`src/rtl/alm_qual_pkg.sv`:
```
package alm_qual_pkg;

   // Interrupt source layout shared by the enable and status registers.
   // Position 5 is the only one with a live source in this block.
   typedef struct packed {
      logic cp_parity;
      logic sig_loss;
      logic ais;
      logic idle_sig;
      logic far_fail;
      logic app_id;
      logic frame_loss;
      logic p_parity;
   } irq_vec_t;

   localparam int unsigned IRQ_VEC_W = $bits(irq_vec_t);
   localparam int unsigned AIS_POS   = 5;

   function automatic logic [IRQ_VEC_W-1:0] src_mask(input int unsigned pos);
      logic [IRQ_VEC_W-1:0] m;
      m = '0;
      m[pos] = 1'b1;
      return m;
   endfunction

endpackage

```
`src/rtl/alm_run_qualifier.sv`:
```
module alm_run_qualifier #(
   parameter int unsigned RUN_LEN = 63,
   localparam int unsigned CNT_W  = $clog2(RUN_LEN + 1)
) (
   input  logic             clk,
   input  logic             rst_n,
   input  logic             stb,
   input  logic             ind,
   output logic             state,
   output logic             flip,
   output logic [CNT_W-1:0] run_cnt
);

   if (RUN_LEN < 2) begin : g_bad_run
      $error("alm_run_qualifier: RUN_LEN must be at least 2");
   end

   localparam logic [CNT_W-1:0] LAST = CNT_W'(RUN_LEN - 1);

   logic             state_q;
   logic [CNT_W-1:0] cnt_q;
   logic             disagree;
   logic             at_last;

   // A strobed frame disagreeing with the held state extends the run.
   assign disagree = stb && (ind != state_q);
   assign at_last  = (cnt_q == LAST);
   assign flip     = disagree && at_last;

   always_ff @(posedge clk or negedge rst_n) begin
      if (!rst_n) begin
         state_q <= 1'b0;
         cnt_q   <= '0;
      end else if (stb) begin
         if (!disagree) begin
            cnt_q <= '0;
         end else if (at_last) begin
            state_q <= ~state_q;
            cnt_q   <= '0;
         end else begin
            cnt_q <= cnt_q + CNT_W'(1);
         end
      end
   end

   assign state   = state_q;
   assign run_cnt = cnt_q;

endmodule

```
`src/rtl/alm_enable_reg.sv`:
```
module alm_enable_reg #(
   parameter int unsigned DATA_W = 8,
   parameter int unsigned ADDR_W = 8,
   parameter int unsigned ADDR   = 'h12
) (
   input  logic              clk,
   input  logic              rst_n,
   input  logic              wr,
   input  logic [ADDR_W-1:0] addr,
   input  logic [DATA_W-1:0] wdata,
   output logic [DATA_W-1:0] q
);

   if (ADDR >= (1 << ADDR_W)) begin : g_bad_addr
      $error("alm_enable_reg: ADDR does not fit in ADDR_W bits");
   end

   logic hit;
   assign hit = wr && (addr == ADDR_W'(ADDR));

   always_ff @(posedge clk or negedge rst_n) begin
      if (!rst_n) begin
         q <= '0;
      end else if (hit) begin
         q <= wdata;
      end
   end

endmodule

```
`src/rtl/alm_status_reg.sv`:
```
module alm_status_reg #(
   parameter int unsigned DATA_W = 8
) (
   input  logic              clk,
   input  logic              rst_n,
   input  logic [DATA_W-1:0] evt,
   input  logic [DATA_W-1:0] en,
   input  logic              clr,
   output logic [DATA_W-1:0] q
);

   // One sticky bit per source; a new event outranks a clearing read.
   for (genvar i = 0; i < DATA_W; i++) begin : g_bit
      logic bit_q;
      logic set_now;

      assign set_now = evt[i] && en[i];

      always_ff @(posedge clk or negedge rst_n) begin
         if (!rst_n) begin
            bit_q <= 1'b0;
         end else if (set_now) begin
            bit_q <= 1'b1;
         end else if (clr) begin
            bit_q <= 1'b0;
         end
      end

      assign q[i] = bit_q;
   end

endmodule

```
`src/rtl/ais_alarm_qual.sv`:
```
module ais_alarm_qual #(
   parameter int unsigned RUN_LEN   = 63,
   parameter int unsigned ADDR_W    = 8,
   parameter int unsigned DATA_W    = 8,
   parameter int unsigned EN_ADDR   = 'h12,
   parameter int unsigned ST_ADDR   = 'h13,
   parameter int unsigned LIVE_ADDR = 'h14,
   parameter int unsigned AIS_BIT   = alm_qual_pkg::AIS_POS,
   parameter bit          IRQ_REG   = 1'b1,
   localparam int unsigned CNT_W    = $clog2(RUN_LEN + 1)
) (
   input  logic              clk,
   input  logic              rst_n,
   input  logic              frame_stb,
   input  logic              frame_ais,
   input  logic              reg_wr,
   input  logic              reg_rd,
   input  logic [ADDR_W-1:0] reg_addr,
   input  logic [DATA_W-1:0] reg_wdata,
   output logic [DATA_W-1:0] reg_rdata,
   output logic              irq_n,
   output logic              ais_active
);

   if (AIS_BIT >= DATA_W) begin : g_bad_bit
      $error("ais_alarm_qual: AIS_BIT outside the register width");
   end
   if (EN_ADDR == ST_ADDR || EN_ADDR == LIVE_ADDR || ST_ADDR == LIVE_ADDR) begin : g_bad_map
      $error("ais_alarm_qual: register addresses must be distinct");
   end
   if (ST_ADDR >= (1 << ADDR_W) || LIVE_ADDR >= (1 << ADDR_W)) begin : g_bad_range
      $error("ais_alarm_qual: register address does not fit in ADDR_W bits");
   end

   logic              state;
   logic              flip;
   logic [CNT_W-1:0]  run_cnt;
   logic [DATA_W-1:0] en_q;
   logic [DATA_W-1:0] st_q;
   logic [DATA_W-1:0] evt;
   logic              rd_status;
   logic              rd_enable;
   logic              rd_live;
   logic              irq_any;

   alm_run_qualifier #(
      .RUN_LEN (RUN_LEN)
   ) u_qual (
      .clk     (clk),
      .rst_n   (rst_n),
      .stb     (frame_stb),
      .ind     (frame_ais),
      .state   (state),
      .flip    (flip),
      .run_cnt (run_cnt)
   );

   alm_enable_reg #(
      .DATA_W (DATA_W),
      .ADDR_W (ADDR_W),
      .ADDR   (EN_ADDR)
   ) u_en (
      .clk   (clk),
      .rst_n (rst_n),
      .wr    (reg_wr),
      .addr  (reg_addr),
      .wdata (reg_wdata),
      .q     (en_q)
   );

   // Event vector: only the AIS position has a source here.
   for (genvar i = 0; i < DATA_W; i++) begin : g_evt
      if (i == AIS_BIT) begin : g_src
         assign evt[i] = flip;
      end else begin : g_none
         assign evt[i] = 1'b0;
      end
   end

   assign rd_enable = reg_rd && (reg_addr == ADDR_W'(EN_ADDR));
   assign rd_status = reg_rd && (reg_addr == ADDR_W'(ST_ADDR));
   assign rd_live   = reg_rd && (reg_addr == ADDR_W'(LIVE_ADDR));

   alm_status_reg #(
      .DATA_W (DATA_W)
   ) u_st (
      .clk   (clk),
      .rst_n (rst_n),
      .evt   (evt),
      .en    (en_q),
      .clr   (rd_status),
      .q     (st_q)
   );

   // Registered read port; status returns its value before the clear.
   always_ff @(posedge clk or negedge rst_n) begin
      if (!rst_n) begin
         reg_rdata <= '0;
      end else if (reg_rd) begin
         if (rd_enable) begin
            reg_rdata <= en_q;
         end else if (rd_status) begin
            reg_rdata <= st_q;
         end else if (rd_live) begin
            reg_rdata <= DATA_W'(state);
         end else begin
            reg_rdata <= '0;
         end
      end
   end

   assign irq_any = |(st_q & en_q);

   if (IRQ_REG) begin : g_irq_ff
      logic irq_q;
      always_ff @(posedge clk or negedge rst_n) begin
         if (!rst_n) begin
            irq_q <= 1'b1;
         end else begin
            irq_q <= ~irq_any;
         end
      end
      assign irq_n = irq_q;
   end else begin : g_irq_comb
      assign irq_n = ~irq_any;
   end

   assign ais_active = state;

endmodule

```
`config.mk`:
```
export PLATFORM = sky130hd
export DESIGN_NAME = ais_alarm_qual
export DESIGN_NICKNAME = d
export VERILOG_FILES = /design/src/rtl/alm_qual_pkg.sv /design/src/rtl/alm_run_qualifier.sv /design/src/rtl/alm_enable_reg.sv /design/src/rtl/alm_status_reg.sv /design/src/rtl/ais_alarm_qual.sv
export SDC_FILE = /design/constraint.sdc
export NUM_CORES = 1
export LEC_CHECK = 0
export BUFFER_PORTS_ARGS = -buffer_cell sky130_fd_sc_hd__buf_2
export CAP_MARGIN = 20
export CORE_MARGIN = 2
export CORE_UTILIZATION = 45
export DETAILED_ROUTE_END_ITERATION = 10
export MAX_ROUTING_LAYER = met4
export PLACE_DENSITY = 0.72
export SYNTH_ARGS = -nofsm -noshare
export SYNTH_HDL_FRONTEND = slang
export SYNTH_SLANG_ARGS = --single-unit
```
`constraint.sdc`:
```
create_clock -name clk -period 1.3 [get_ports clk]
set_input_delay 0.065 -clock clk [delete_from_list [all_inputs] [get_ports clk]]
set_output_delay 0.065 -clock clk [all_outputs]
set_load 0.05 [all_outputs]
```
# Word level (Yosys, flattened, before mapping)
# Cells that the tools add are included.
[op_classes]
add_sub_neg = 1
mul = 0
div_mod_pow = 0
order_cmp = 0
n_eq_ne = 5
shifts = 0
muxes = 7
n_bitwise = 3
n_reduce_logical = 10
[op_table]
columns = ["op", "count"]
rows = [
  ["$eq A8 B5 Y1 const B", 3],
  ["$mux W6", 3],
  ["$and A6 B8 Y8", 1],
  ["$mux W8", 1],
  ["$reduce_or A8 Y1", 1],
  ["$logic_and A1 B1 Y1", 7],
  ["$add A6 B1 Y6 const B", 1],
  ["$eq A6 B6 Y1 const B", 1],
  ["$mux W1", 3],
  ["$reduce_and A3 Y1", 1],
  ["$not A1 Y1", 2],
  ["$reduce_bool A2 Y1", 1],
  ["$ne A1 B1 Y1", 1],
]
[totals]
register_bits = 25
latch_bits = 0
ramBits = 0
romBits = 0
elab_cells = 32
n_memories = 0

# Longest topological paths before layout
# Gate-level depths: netlist of run 1.
[depth]
word_depth = 5
ltp_mapped = 5
depth_no_buf = 5

# Modules after synthesis
# Synthesis of run 1 repeated with hierarchy kept, for this count alone.
[hier_totals]
cells_unflattened = 161
area_unflattened_um2 = 1747.9
[by_module_without_submodules]
columns = ["mod", "n_inst", "cells_per_inst", "area_per_inst_um2", "seq_area_each_um2"]
rows = [
  ["ais_alarm_qual", 1, 60, 631.9, 226.5],
  ["alm_run_qualifier", 1, 42, 410.4, 175.2],
  ["alm_status_reg", 1, 40, 360.3, 200.2],
  ["alm_enable_reg", 1, 19, 345.3, 200.2],
]

# Worst setup path after synthesis of run 1
# No wires, ideal clock.
[synth_timing]
path_type = "register -> register"
start = "register u_qual.state_q, in the netlist u_qual.state"
end = "register u_qual.cnt_q[2], in the netlist u_qual.run_cnt[2]"
setup_time_ps = 87
arrival_time_ps = 1421
required_ps = 1213
slack_ps = -208
stages_incl_launch_ff = 4
path_cell_list = "dfrtp_1 > xor2_1 > o21ai_1 > o211ai_1"
[synth_via]
elab_chain_len = 3
[synth_rtl]
columns = ["element", "line_no", "source"]
rows = [
  ["from (decl)", "alm_run_qualifier.sv:20", "logic state_q;"],
  ["from (signal assigned)", "alm_run_qualifier.sv:38", "state_q <= ~state_q;"],
  ["$ne A1 B1 Y1", "alm_run_qualifier.sv:26", "assign disagree = stb && (ind != state_q);"],
  ["$logic_and A1 B1 Y1", "alm_run_qualifier.sv:26", ""],
  ["$mux W6", "alm_run_qualifier.sv:35", "if (!disagree) begin"],
  ["to (signal assigned)", "alm_run_qualifier.sv:41", "cnt_q <= cnt_q + CNT_W'(1);"],
  ["to (decl)", "alm_run_qualifier.sv:21", "logic [CNT_W-1:0] cnt_q;"],
]
# Every way passes these cells.
# A chain may end at the register's enable or synchronous reset.

# Worst setup path after layout of run 1
[layout_timing]
start = "register u_qual.cnt_q[0], in the netlist u_qual.run_cnt[0]"
end = "register u_qual.state_q, in the netlist u_qual.state"
[layout_via]
elab_chain_len = 2
[layout_rtl]
columns = ["element", "line_no", "source"]
rows = [
  ["$eq A6 B6 Y1", "alm_run_qualifier.sv:27", "assign at_last = (cnt_q == LAST);"],
  ["$reduce_and A3 Y1 (no source line)", "--", ""],
]
# Every way passes these cells.

==> run summary, run 1 <==
library cells used by synthesis: 35
root buf cell: clkbuf_4
sequential area share after synthesis: 53.1%
Max Cap Violations: 0
clock net sink count: 25
fin area: 1570 um^2
CTS tree: yes
synthesized flop and latch total: 25
Starting Density: 47.6%
critical setup path kind: reg2reg
RSZ-0062 raised after global routing: yes
Final GP Congestion: 0.798
peak supply drop: 0.660 mV
syn avg cell area: 12.2 um^2
Hold Crit Class: in2reg
Max Clock Freq: 775 MHz
Hold Crit Depth: 2
setup TNS: 0 ns
die height: 55.2 um
Req. time, crit path: 1.51 ns
PwrDens: 959 nW/um^2
Pre-Repair DR Iteration Count: 4
clk slew on worst S/H paths: 0.13 ns
vias in the first global route: 997
crit path DAT: 1.50 ns
die area: 3050 um^2
Slew @ Worst Pin: 0.549 ns
clock buffer count from CTS: 3
layout cell share with drive strength beyond 1: 44.5%
initial antenna violation count: 0
Reg2Reg Depth: 5
die width: 55.2 um
synth top area cells: dfrtp_1 51%, mux2_2 8.6%, a22o_1 5.2%
hold violation count in the final report: 0
placed cell areas: 1420 um^2
Fin Clk Skew: 0.00166 ns
clock tree buffer depth: 2
# DRC: 0
P&R area growth vs syn: 33.3%
fillcell total: 199
Final Max Slew Viols: 0
Rel. slew slack: 63.4%
post-synth top area share: 50.9%
Synth area leader: dfrtp_1
crit path capture type: flop
Final Setup Violations: 0
pin count of the biggest net entering global routing: 26
FP Rows: 18
Max Fanout on Critical Path: 4
async set-reset flop share out of synthesis: 100%
H-Tree Depth: 1
DRT iter0 DRCs: 11
Post-Syn Instances: 97
diode count: 0
first-pass GRT wire length: 4.24 mm
Synth Cell Area: 1180 um^2
via/cell ratio: 5.42
Net Count, Synth: 121
core area: 2480 um^2
Startpoint Class: flop
commonest cells after routing, fill and taps aside: 31 x buf_2, 22 x dfrtp_1, 9 x dlygate4sd3_1
Final #Nets: 171
total grt overflow: 0
average wire per standard cell: 14.6 um
IO Port Bufs: 31
commonest non-fill, non-tap cell in the layout: buf_2
Ports: 32
leakage: 0.776 nW
HPWL Detailed: 1.88 mm
Pwr Total: 0.00151 W
predominant post-synthesis flop cell: dfrtp_1
Global Route Usage Sum: 17.8%
Routed Antenna Nets: 0
minimum clock period: 1.29 ns
period utilization: 99.3%
yosys warns: 0
final wirelength: 2.58 mm
Skew-Pair Late Insertion Delay: 0.31 ns
status: finished, final reports clean
EDFF count, synth: 0
via count: 954
## synth_stat cells (all sizes together), types with 2 or more instances
library cell and instances:
o2bb2ai 2, inv 4, o22ai 2, o21ai 2
ha 2, nand2 6, nor2 2, mux2 9
dfrtp 24, o211ai 2, nor2b 6, and3 3
o31ai 2, nand3 4, a22o 7, nand4 2
nand2b 2
## critical path: stages (launching register included)
cell and delay (ns):
dfrtp_1 0.44, inv_2 0.08, ha_1 0.16, nand2_2 0.06
nor3_2 0.14, mux2_4 0.32
## layout make-up
class / instances / area, um^2 / share of cell area, %
sequential: 25 / 629 / 40.0
multi-input combinational: 66 / 566 / 36.0
timing repair buffer: 47 / 298 / 18.9
tap: 30 / 37.5 / 2.39
clock buffer: 3 / 22.5 / 1.43
inverter: 4 / 15.0 / 0.955
clock inverter: 1 / 5.00 / 0.318
## routing by layer
layer  global-route usage [%]  wire length (um)  up-vias
li1                         -                 -      457
met1                     20.7              1100      471
met2                     31.8              1380       24
met3                     2.58                89        2
met4                     5.23                14        0
met5                        -                 0        -
## report_power, final
| group | switching [W] | total [W] | internal (W) |
|---|---|---|---|
| sequential | 0.0000520 | 0.000883 | 0.000831 |
| combinational | 0.000139 | 0.000289 | 0.000150 |
| clock | 0.000221 | 0.000336 | 0.000115 |
| total | 0.000412 | 0.00151 | 0.00110 |
## worst paths after layout
| path | from | slack (ns) | endpoint |
|---|---|---|---|
| worst max register to register | u_qual.run_cnt[0] | 0.009 | u_qual.state |
| min in group asynchronous | rst_n | 0.25 | u_qual.run_cnt[4] |
| worst min register to register | u_st.g_bit[5].bit_q | 0.45 | irq_n |
| max in group asynchronous | rst_n | 0.65 | u_qual.run_cnt[1] |
| worst max-delay path | u_qual.run_cnt[0] | 0.009 | u_qual.state |
| worst min-delay path | frame_ais | 0.04 | u_qual.state |
## state kept, by name (all words and copies together) (netlist names)
register / count
irq_n: 1
reg_rdata: 8
u_en.q: 8
u_qual.run_cnt: 6
u_qual.state: 1
u_st.g_bit.bit_q: 1
## cell families after synthesis
kind of cell	count (synthesis)	share of synthesized area (%)
multiplexers	10	9.44
AND/OR/NAND/NOR	32	18.5
adder cells (fa/ha/maj)	2	2.12
buffers and inverters	6	2.01
AO/OA/AOI/OAI	21	14.1
flip-flops	25	53.1
XOR/XNOR	1	0.742
## through the flow
step | hold slack (ns) | setup WS (ns) | util, % | std cells
2_1_floorplan | -0.231 | 0.0147 | - | 97
3_3_place_gp | 0.0754 | 0.0382 | 57.2 | 162
3_5_place_dp | 0.0870 | -0.0320 | 57.2 | 162
5_1_grt | 0.0260 | -0.0486 | 63.5 | 176
6_report | 0.0385 | 0.00924 | 63.5 | 176
4_1_cts | 0.0348 | 0.000752 | 62.6 | 175
## repair_timing
item | 4_1_cts | 5_1_grt
hold buffers | 9 | 0
hold endpoints to repair | 32 | 0
buffers inserted | 0 | 1
gates cloned | 0 | 0
gates resized for setup | 4 | 4
setup endpoints to repair | 5 | 8
No activity file was read; power rests on OpenSTA's default activity.
==> inputs of run 2 (changes only) <==
- PLACE_DENSITY: 0.72 -> 0.73
==> run summary, run 2 (synthesis results as in run 1) <==
leakage: 0.830 nW
layout cell share with drive strength beyond 1: 48.7%
HP Start: frame_ais
Power Internal: 0.00114 W
vias in the first global route: 1029
hold worst-path end: u_qual.state
minimum clock period: 1.37 ns
core area: 2480 um^2
clk slew on worst S/H paths: 0.14 ns
Pre-Repair DR Iteration Count: 4
peak supply drop: 0.673 mV
HPWL Detailed: 1.83 mm
CP max-delay cell: dfrtp_1
first-pass GRT wire length: 4.51 mm
period utilization: 105%
failing checks: setup timing
Max Clock Freq: 732 MHz
IO Port Bufs: 31
Final GP Congestion: 0.792
crit path DAT: 1.57 ns
root buf cell: clkbuf_4
Switch Pwr: 0.000445 W
power share of the clock group: 21.3%
Hold Crit Class: in2reg
Max Fanout on Critical Path: 3
clock net sink count: 25
R2R Path Start: u_qual.run_cnt[0]
combinational share of power: 23.7%
DRT iter0 DRCs: 26
critical path cell sequence: inv_2 -> ha_4 -> nand2_4 -> nor3_4 -> mux2_4
Routed Antenna Nets: 0
FP Rows: 18
H-Tree Depth: 1
Final Setup Violations: 2
Final Util: 67.3%
Global Route Usage Sum: 18.5%
CTS tree: yes
crit path capture type: flop
clock tree buffer depth: 2
via count: 988
clock buffer count from CTS: 3
Startpoint Class: flop
diode count: 0
average wire per standard cell: 15.1 um
PwrDens: 954 nW/um^2
Worst R2R Setup Slack: -0.07 ns
part of the power in registers: 55.0%
Fin Clk Skew: 0.0116 ns
die width: 55.2 um
status: finished with violations
Max Cap Violations: 0
Crit path max-delay family: flip-flops
P&R area growth vs syn: 41.3%
total grt overflow: 0
crit path buf inv count: 1
final wirelength: 2.73 mm
CP peak stage delay: 0.44 ns
critical setup path kind: reg2reg
hold violation count in the final report: 0
# DRC: 0
commonest non-fill, non-tap cell in the layout: buf_2
die height: 55.2 um
Worst Setup Slack, final: -0.0660 ns
Skew-Pair Late Insertion Delay: 0.31 ns
commonest cells after routing, fill and taps aside: 31 x buf_2, 22 x dfrtp_1, 10 x buf_4
die area: 3050 um^2
Slew @ Worst Pin: 0.558 ns
Crit. path cell count: 5
Final #Nets: 175
Starting Density: 47.6%
RSZ-0062 raised after global routing: yes
via/cell ratio: 5.49
pin count of the biggest net entering global routing: 26
Reg2Reg Depth: 5
Final Max Slew Viols: 0
initial antenna violation count: 0
Rel. slew slack: 62.8%
Hold Crit Depth: 2
reg-to-reg critical path endpoint: u_qual.state
Req. time, crit path: 1.50 ns
hold slack: 0.0765 ns
switch share: 28.0%
Ports: 32
==> run 2: metal layers <==
layer,wire (um),up-vias,track usage [%]
li1,-,465,-
met1,1160,492,22.2
met2,1420,23,32.0
met3,79,8,2.81
met4,65,0,5.92
met5,0,-,-
==> run 2: power by group through the flow <==
stage          sequential [W]  clock (W)  combinational (W)
6_report             0.000874   0.000338           0.000377
5_1_grt              0.000885   0.000386           0.000412
4_1_cts              0.000871   0.000353           0.000307
3_5_place_dp         0.000887          0           0.000285
3_3_place_gp         0.000883          0           0.000272
2_1_floorplan        0.000896          0           0.000121
==> run 2: final cells by class <==
type                       count  area (um^2)
inverter                       4         15.0
tap                           30         37.5
fill                         199          811
clock buffer                   3         22.5
multi-input combinational     66          626
timing repair buffer          51          332
sequential                    25          629
clock inverter                 1         5.00
==> run 2: per-stage QoR <==
step | cell area, um^2 | worst slack [ns] | instances | setup TNS (ns) | total power (W)
floorplan | 1190 | 0.0147 | 97 | 0 | 0.00102
global placement | 1430 | 0.0401 | 164 | 0 | 0.00116
detailed placement | 1430 | 0.00986 | 164 | 0 | 0.00117
CTS | 1560 | -0.00555 | 177 | -0.00555 | 0.00153
global route | 1670 | -0.101 | 180 | -0.286 | 0.00168
finish | 1670 | -0.0660 | 180 | -0.0689 | 0.00159
==> run 2: what timing repair did <==
action / 4_1_cts / 5_1_grt
hold buffers: 9 / 0
gates resized for setup: 3 / 16
pin swaps: 0 / 4
setup endpoints to repair: 6 / 8
endpoints found under the hold margin: 32 / 0
buffers inserted: 0 / 3
==> run 2: worst max path at each step <==
stage / from / endpoint / slack, ns
final: u_qual.run_cnt[0] / u_qual.state / -0.07
after global routing: u_qual.run_cnt[0] / u_qual.state / -0.10
after CTS: u_qual.run_cnt[0] / u_qual.run_cnt[4] / -0.006
after detailed placement: u_qual.run_cnt[0] / u_qual.state / 0.01
after global placement: u_qual.run_cnt[0] / u_qual.state / 0.04
after floorplan: u_qual.run_cnt[0] / u_qual.state / 0.01
==> inputs of run 3 (changes only) <==
- RECOVER_POWER: not set -> 25
- SKIP_LAST_GASP: not set -> 1
==> run summary, run 3 (synthesis results as in run 1) <==
minimum clock period: 1.29 ns
Routed Antenna Nets: 0
switch share: 27.6%
Max Cap Violations: 0
combinational share of power: 22.5%
vias in the first global route: 1026
Power Internal: 0.00113 W
power share of the clock group: 21.8%
Global Route Usage Sum: 18.4%
Hold Crit Class: in2reg
CP peak stage delay: 0.44 ns
Startpoint Class: flop
commonest cells after routing, fill and taps aside: 30 x buf_2, 23 x dfrtp_1, 11 x buf_4
hold slack: 0.0812 ns
CP max-delay cell: dfrtp_1
via/cell ratio: 5.43
Rel. slew slack: 58.5%
total grt overflow: 0
Req. time, crit path: 1.49 ns
diode count: 0
R2R Path Start: u_qual.run_cnt[0]
P&R area growth vs syn: 37.3%
pin count of the biggest net entering global routing: 26
crit path capture type: flop
Final Util: 65.4%
Post-Layout Cell Count: 180
IO Port Bufs: 31
Slew @ Worst Pin: 0.622 ns
crit path DAT: 1.48 ns
CTS tree: yes
HP Start: reg_rd
Worst R2R Setup Slack: 0.01 ns
die area: 3050 um^2
FP Rows: 18
via count: 977
RSZ-0062 raised after global routing: yes
die width: 55.2 um
Final Setup Violations: 0
Switch Pwr: 0.000432 W
Max Clock Freq: 777 MHz
die height: 55.2 um
leakage: 0.800 nW
initial antenna violation count: 0
layout cell share with drive strength beyond 1: 45.3%
Reg2Reg Depth: 6
clk slew on worst S/H paths: 0.14 ns
DRT iter0 DRCs: 13
HPWL Detailed: 1.83 mm
hold worst-path end: reg_rdata[0]
peak supply drop: 0.682 mV
average wire per standard cell: 14.6 um
H-Tree Depth: 1
placed cells: 164
commonest non-fill, non-tap cell in the layout: buf_2
clock tree buffer depth: 2
Starting Density: 47.6%
final wirelength: 2.63 mm
# DRC: 0
Pre-Repair DR Iteration Count: 4
Final #Nets: 175
Hold Crit Depth: 2
Ports: 32
Final Max Slew Viols: 0
root buf cell: clkbuf_4
Max Fanout on Critical Path: 3
critical path cell sequence: inv_2 -> ha_1 -> nand2_1 -> buf_4 -> o2111ai_2 -> o211ai_1
PwrDens: 964 nW/um^2
part of the power in registers: 55.6%
clock net sink count: 25
core area: 2480 um^2
Final GP Congestion: 0.792
hold violation count in the final report: 0
critical setup path kind: reg2reg
Skew-Pair Late Insertion Delay: 0.31 ns
reg-to-reg critical path endpoint: u_qual.run_cnt[3]
clock buffer count from CTS: 3
Fin Clk Skew: 0.0135 ns
status: finished, final reports clean
period utilization: 99.0%
first-pass GRT wire length: 4.47 mm
setup TNS: 0 ns
==> run 3: how the worst max path moves through the flow <==
| stage | from | endpoint | slack (ns) | depth (start not counted) |
|---|---|---|---|---|
| final | u_qual.run_cnt[0] | u_qual.run_cnt[3] | 0.01 | 6 |
| after global routing | u_qual.run_cnt[0] | u_qual.state | -0.06 | 5 |
| after CTS | u_qual.run_cnt[0] | u_qual.state | -0.02 | 5 |
| after detailed placement | u_qual.run_cnt[0] | u_qual.state | 0.01 | 5 |
| after global placement | u_qual.run_cnt[0] | u_qual.state | 0.04 | 5 |
| after floorplan | u_qual.run_cnt[0] | u_qual.state | 0.01 | 5 |
==> run 3: what timing repair did <==
action | in CTS | in global routing
hold endpoints to repair | 32 | 0
pin swaps | 0 | 3
setup buffers | 0 | 3
resized for setup | 2 | 7
hold buffers | 9 | 0
endpoints found under the setup margin | 6 | 8
cloned | 0 | 0
==> run 3: power by group through the flow <==
stage / logic, W / registers [W] / clock network, W
2_1_floorplan: 0.000121 / 0.000896 / 0
3_3_place_gp: 0.000272 / 0.000883 / 0
3_5_place_dp: 0.000285 / 0.000887 / 0
4_1_cts: 0.000307 / 0.000871 / 0.000353
5_1_grt: 0.000390 / 0.000879 / 0.000386
6_report: 0.000352 / 0.000869 / 0.000341
==> run 3: final cells by class <==
class                      count  area (um^2)
sequential                    25          628
timing repair buffer          51          328
multi-input combinational     66          584
inverter                       4         15.0
tap                           30         37.5
clock inverter                 1         5.00
clock buffer                   3         22.5
fill                         206          857
==> run 3: layer usage <==
| layer | vias to the layer above | global-route usage (%) | share of wire, % |
|---|---|---|---|
| met5 | - | - | 0 |
| met4 | 0 | 5.92 | 1.2 |
| met3 | 4 | 2.81 | 2.6 |
| met2 | 20 | 31.6 | 53 |
| met1 | 488 | 22.0 | 43 |
| li1 | 465 | - | - |
==> run 3: worst max-delay path: cells and delay by family (launching register included) <==
family / cells / cell delay (ns)
simple gates: 1 / 0.07
compound gates: 2 / 0.27
fa+ha+maj: 1 / 0.13
buf+inv: 2 / 0.24
flops: 1 / 0.44
==> run 3: stage by stage <==
step	total power (W)	worst slack [ns]	cell area, um^2
after floorplan	0.00102	0.0147	1190
after global routing	0.00165	-0.0561	1620
after CTS	0.00153	-0.0242	1560
after detailed placement	0.00117	0.00986	1430
final	0.00156	0.0136	1620
after global placement	0.00116	0.0401	1430
